## src/rtl/aud_csr_pkg.sv

```systemverilog
package aud_csr_pkg;
    localparam int CSR_W     = 32;
    localparam int NFLAG     = 5;
    localparam int DMAEN_BIT = 0;
    localparam int IE_LSB    = 8;
    localparam int FLAG_LSB  = IE_LSB + 8;
    localparam int SRST_BIT  = 24;
    localparam int FLUSH_BIT = 25;
    localparam int RUN_BIT   = 31;
    // flag index: 0 watermark, 1 warning, 2 fifo error, 3 sync error, 4 word start
    localparam logic [NFLAG-1:0] STICKY_MASK = 5'b11100;

    typedef struct packed {
        logic [NFLAG-1:0] ie;
        logic             dma_en;
        logic             srst;
        logic             flush;
        logic             irq;
    } ctl_t;

    typedef struct packed {
        logic run;
        logic en_req;
    } run_t;
endpackage

```

## src/rtl/aud_csr_flag.sv

```systemverilog
module aud_csr_flag #(
    parameter bit STICKY = 1'b1
) (
    input  logic clk,
    input  logic rst_n,
    input  logic hold,
    input  logic evt,
    input  logic wr_clr,
    output logic flag_o
);
    logic flag_d, flag_q;

    generate
        if (STICKY) begin : g_sticky
            always_comb begin
                flag_d = (flag_q & ~wr_clr) | evt;
                if (hold) flag_d = 1'b0;
            end
        end else begin : g_level
            logic unused_clr;
            assign unused_clr = wr_clr;
            always_comb begin
                flag_d = evt;
                if (hold) flag_d = 1'b0;
            end
        end
    endgenerate

    always_ff @(posedge clk or negedge rst_n) begin
        if (!rst_n) flag_q <= 1'b0;
        else        flag_q <= flag_d;
    end

    assign flag_o = flag_q;
endmodule

```

## src/rtl/aud_csr_run.sv

```systemverilog
module aud_csr_run
    import aud_csr_pkg::*;
(
    input  logic clk,
    input  logic rst_n,
    input  logic srst,
    input  logic wr,
    input  logic wr_run,
    input  logic frame_end,
    output logic run_o
);
    run_t st_d, st_q;

    always_comb begin
        st_d = st_q;
        if (wr) st_d.en_req = wr_run;
        if (wr && wr_run) begin
            st_d.run = 1'b1;
        end else if (st_q.run && !st_q.en_req && frame_end) begin
            st_d.run = 1'b0;
        end
        if (srst) begin
            st_d.run    = 1'b0;
            st_d.en_req = 1'b0;
        end
    end

    always_ff @(posedge clk or negedge rst_n) begin
        if (!rst_n) st_q <= '0;
        else        st_q <= st_d;
    end

    assign run_o = st_q.run;
endmodule

```

## src/rtl/aud_dir_csr.sv

```systemverilog
module aud_dir_csr
    import aud_csr_pkg::*;
(
    input  logic             clk,
    input  logic             rst_n,
    input  logic             csr_wr,
    input  logic [CSR_W-1:0] csr_wdata,
    output logic [CSR_W-1:0] csr_rdata,
    input  logic             evt_word_start,
    input  logic             evt_sync_err,
    input  logic             evt_fifo_err,
    input  logic             lvl_fifo_warn,
    input  logic             lvl_fifo_wmark,
    input  logic             frame_end,
    output logic             irq,
    output logic             dma_req,
    output logic             fifo_flush,
    output logic             dir_run,
    output logic             dir_srst
);
    ctl_t             ctl_d, ctl_q;
    logic [NFLAG-1:0] evt_vec, clr_vec, flags;
    logic             run;
    logic             unused_wdata;

    assign unused_wdata = ^csr_wdata;
    assign evt_vec = {evt_word_start, evt_sync_err, evt_fifo_err,
                      lvl_fifo_warn, lvl_fifo_wmark};
    assign clr_vec = csr_wr ? csr_wdata[FLAG_LSB +: NFLAG] : '0;

    generate
        for (genvar i = 0; i < NFLAG; i++) begin : g_flag
            aud_csr_flag #(.STICKY(STICKY_MASK[i])) u_flag (
                .clk    (clk),
                .rst_n  (rst_n),
                .hold   (ctl_q.srst),
                .evt    (evt_vec[i]),
                .wr_clr (clr_vec[i]),
                .flag_o (flags[i])
            );
        end
    endgenerate

    aud_csr_run u_run (
        .clk       (clk),
        .rst_n     (rst_n),
        .srst      (ctl_q.srst),
        .wr        (csr_wr),
        .wr_run    (csr_wdata[RUN_BIT]),
        .frame_end (frame_end),
        .run_o     (run)
    );

    always_comb begin
        ctl_d       = ctl_q;
        ctl_d.flush = 1'b0;
        if (csr_wr) begin
            ctl_d.ie     = csr_wdata[IE_LSB +: NFLAG];
            ctl_d.dma_en = csr_wdata[DMAEN_BIT];
            ctl_d.srst   = csr_wdata[SRST_BIT];
            ctl_d.flush  = csr_wdata[FLUSH_BIT];
        end
        ctl_d.irq = !ctl_q.srst && |(flags & ctl_q.ie);
    end

    always_ff @(posedge clk or negedge rst_n) begin
        if (!rst_n) ctl_q <= '0;
        else        ctl_q <= ctl_d;
    end

    always_comb begin
        csr_rdata                        = '0;
        csr_rdata[DMAEN_BIT]             = ctl_q.dma_en;
        csr_rdata[IE_LSB +: NFLAG]       = ctl_q.ie;
        csr_rdata[FLAG_LSB +: NFLAG]     = flags;
        csr_rdata[SRST_BIT]              = ctl_q.srst;
        csr_rdata[RUN_BIT]               = run;
    end

    assign irq        = ctl_q.irq;
    assign dma_req    = ctl_q.dma_en && flags[0] && !ctl_q.srst;
    assign fifo_flush = ctl_q.flush;
    assign dir_run    = run;
    assign dir_srst   = ctl_q.srst;
endmodule

```

## config.mk

```make
export PLATFORM = sky130hd
export DESIGN_NAME = aud_dir_csr
export DESIGN_NICKNAME = d
export VERILOG_FILES = /design/src/rtl/aud_csr_pkg.sv /design/src/rtl/aud_csr_flag.sv /design/src/rtl/aud_csr_run.sv /design/src/rtl/aud_dir_csr.sv
export SDC_FILE = /design/constraint.sdc
export NUM_CORES = 1
export LEC_CHECK = 0
export CAP_MARGIN = 10
export CORE_ASPECT_RATIO = 1.1
export CORE_MARGIN = 2
export CORE_UTILIZATION = 33
export CTS_CLUSTER_DIAMETER = 40
export DETAILED_ROUTE_END_ITERATION = 7
export PLACE_DENSITY_LB_ADDON = 0.08
export SLEW_MARGIN = 20
export SYNTH_ARGS = -nofsm -noshare
export SYNTH_HDL_FRONTEND = slang
export SYNTH_SLANG_ARGS = --single-unit
```

## constraint.sdc

```tcl
create_clock -name clk -period 1.91 [get_ports clk]
set_input_delay 0.382 -clock clk [delete_from_list [all_inputs] [get_ports clk]]
set_output_delay 0.382 -clock clk [all_outputs]
set_load 0.02 [all_outputs]
```

==> metrics.md <==
| Metric | Value |
|---|---|
| Remaining design rule violation count | `0` |
| GRT Resource Usage Total | `0.110` |
| CP top delay family | `buffers and inverters` |
| Most common cell after layout, fill and taps aside | `sky130_fd_sc_hd__clkdlybuf4s50_1` |
| Final standard cell area without fillers | `1170 sq um` |
| Final weighted congestion of routability-driven global placement | `about 0.63` |
| Startpoint type of the worst setup path | `flip-flop` |
| Final Hold Fails | `0` |
| Clock Skew | `between 3 and 4 ps` |
| Max-capacitance violation count | `0` |
| Largest net degree at the start of global routing | `17` |
| Syn-to-layout area delta | `37.9%` |
| Layout filler cell count | `about 240` |
| Setup ws final | `about 210 ps` |
| Number of global-route vias before repair | `~540` |
| Chip width | `52.4 microns` |
| Worst path arrival time | `about 1300 ps` |
| Register bit total from synthesis | `16` |
| Cell type with the largest total area after synthesis | `sky130_fd_sc_hd__dfrtp_1` |
| Cells along the critical path | `clkdlybuf4s50_1` |
| Fmax achieved | `~590 MHz` |
| Synth area leaders | `sky130_fd_sc_hd__dfrtp_1 (47%), sky130_fd_sc_hd__buf_4 (23%), sky130_fd_sc_hd__mux2_4 (8.8%)` |
| First-pass GRT wire length | `2370 microns` |
| Classification of the worst setup path | `flip-flop to primary output` |
| HP Class | `input port to asynchronous set/reset pin` |
| Slowest stage cell on the critical path | `sky130_fd_sc_hd__clkdlybuf4s50_1` |
| Leakage power of the design | `0.548 nW` |
| Peak VDD IR | `~400 uV` |
| CTS Root Cell | `sky130_fd_sc_hd__clkbuf_4` |
| HPWL after detailed placement | `between 1000 and 1500 microns` |
| Total of warnings raised by yosys | `0` |
| Routed wirelength normalized by instance count | `between 10 and 15 microns` |
| Final critical-path required period | `1700 ps` |
| Mapped Avg Cell Area | `roughly 11 sq um` |
| Share of final-layout standard cells stronger than drive strength 1 | `0.193` |
| Gates resized, CTS repair | `0` |
| Maximum fanout encountered on the critical timing path | `4` |
| Number of nets with antenna violations after detailed routing | `0` |
| Buffer depth of the longest clock path | `2` |
| I/O Pins | `a little under 80` |
| Portion of synthesized cell area occupied by the leading cell type | `0.471` |
| Combined area of the multi-input logic cells | `slightly above 300 sq um` |
| Iteration-0 DRC Markers | `7` |
| Number of cells traversed by the worst register-to-register path | `2` |
| End of the worst register-to-register path | `dir_srst` |
| Via count of the routed design | `577` |
| Delay of the slowest cell on the worst path | `between 600 and 700 ps` |
| Cts hold-fix bufs | `0` |
| Starting density of the core | `0.344` |
| Power density cells | `707 nW/um^2` |
| Number of cells produced by synthesis | `75` |
| RSZ-0062 raised after global routing | `false` |
| Post-detailed-route via-to-cell ratio | `between 4 and 5` |
| Required @ worst endpoint | `approximately 1500 ps` |
| Total die area | `approximately 3000 sq um` |
| Cell variety after synth | `19` |
| Inserted Clock Buffers | `3` |
| TritonCTS clock tree | `yes` |
| Number of nets in the finished design | `roughly 150` |
| Row Count | `19` |
| Most used cells in the layout excluding fill and tap cells | `sky130_fd_sc_hd__clkdlybuf4s50_1 (37), sky130_fd_sc_hd__conb_1 (19), sky130_fd_sc_hd__dfrtp_1 (16)` |
| Area inside the core boundary | `around 2500 sq um` |
| TritonCTS sink count | `16` |
| Area after DPL | `~1100 sq um` |
| Die Span Y | `around 57 microns` |
| Worst r2r src | `dir_srst` |
| DRT Wirelength | `approximately 1500 microns` |
| Input/output buffers | `38` |
| Result of the run | `complete, no violations` |
| Combined area of all synthesized cells | `about 850 sq um` |
| Post-route fraction of the period consumed by the critical path | `0.892` |
| WHS | `~410 ps` |
| Pre-CTS worst setup slack | `roughly 350 ps` |
| H-Tree Depth | `1` |
| Setup repair bufs after CTS | `0` |
| Worst-path clk slew | `90 ps` |
| Footprint of the flip-flops and latches | `roughly 400 sq um` |
| Critical path endpoint category | `primary output` |
| Number of search-and-repair iterations in the first detailed-routing pass | `4` |
| Accumulated negative setup slack | `0 ps` |
| Slew Limit Fails | `0` |
| Residual overflow from global routing | `0` |
| Antenna violations before repair | `0` |
| Utilization after layout | `0.475` |
| Inserted Diodes | `0` |
| Sequential area share after synthesis | `0.471` |
| Clock Latency Late Sink | `280 ps` |
| Buf/Inv on CP | `1` |
| Number of setup violations in the final report | `0` |
| Reg-to-reg setup timing slack | `between 900 and 1000 ps` |
==> worst max-delay path by stage <==
stage / start / to / slack, ps / cells after the start
3_5_place_dp: csr_wr / csr_rdata[10] / 350 / 3
4_1_cts: dir_srst / dma_req / 80 / 2
3_3_place_gp: csr_wr / csr_rdata[10] / 350 / 3
2_1_floorplan: dir_srst / dma_req / 580 / 2
6_report: dir_srst / dir_srst / 210 / 1
5_1_grt: dir_srst / csr_rdata[24] / 140 / 1
==> layout make-up <==
cell class | count | area share
timing repair buffer | 41 | 0.345
inverter | 1 | 0.00320
clock buffer | 3 | 0.0192
sequential | 16 | 0.341
multi-input combinational | 48 | 0.258
tap | 31 | 0.0330
==> registers in the layout, indices dropped and copies added, names as in the netlist <==
name                  flops
csr_rdata                 6
u_run.run_o               1
g_flag.u_flag.flag_o      5
fifo_flush                1
dir_srst                  1
irq                       1
u_run.st_q                1
==> where the power goes <==
group	leakage [nW]	total [W]	internal [W]	switching (W)
Combinational	0.336	0.000263	0.000134	0.000129
Sequential	0.198	0.000398	0.000371	0.0000272
Clock	0.0138	0.000168	0.0000730	0.0000953
==> Yosys cell counts, drive strengths merged <==
cell type / count
buf: 28
a22oi: 1
nor2b: 2
nor2: 4
o21ai: 1
and2: 1
nand2: 5
a21oi: 6
inv: 1
dfrtp: 16
mux2: 7
nand2b: 1
a222oi: 1
conb: 1
==> metrics by stage <==
| stage | instances | power, W |
|---|---|---|
| global route | 140 | 0.000881 |
| CTS | 140 | 0.000841 |
| finish | 140 | 0.000830 |
| floorplan | 93 | 0.000582 |
| detailed placement | 137 | 0.000671 |
| global placement | 137 | 0.000669 |
==> metal layers <==
metal / track usage / up-vias / part of all wire
met2: 0.170 / 30 / 0.50
met4: 0.0549 / 0 / 0
met3: 0.0340 / 0 / 0.080
li1: - / 266 / -
met1: 0.137 / 281 / 0.42
met5: 0 / - / 0
==> cell families after synthesis <==
family	Yosys count	share of synthesized area
buffers and inverters	29	0.253
AND/OR/NAND/NOR	13	0.0824
AO/OA/AOI/OAI	9	0.0750
multiplexers	7	0.115
flip-flops	16	0.471
other	1	0.00441
No activity file was read; power rests on OpenSTA's default activity.
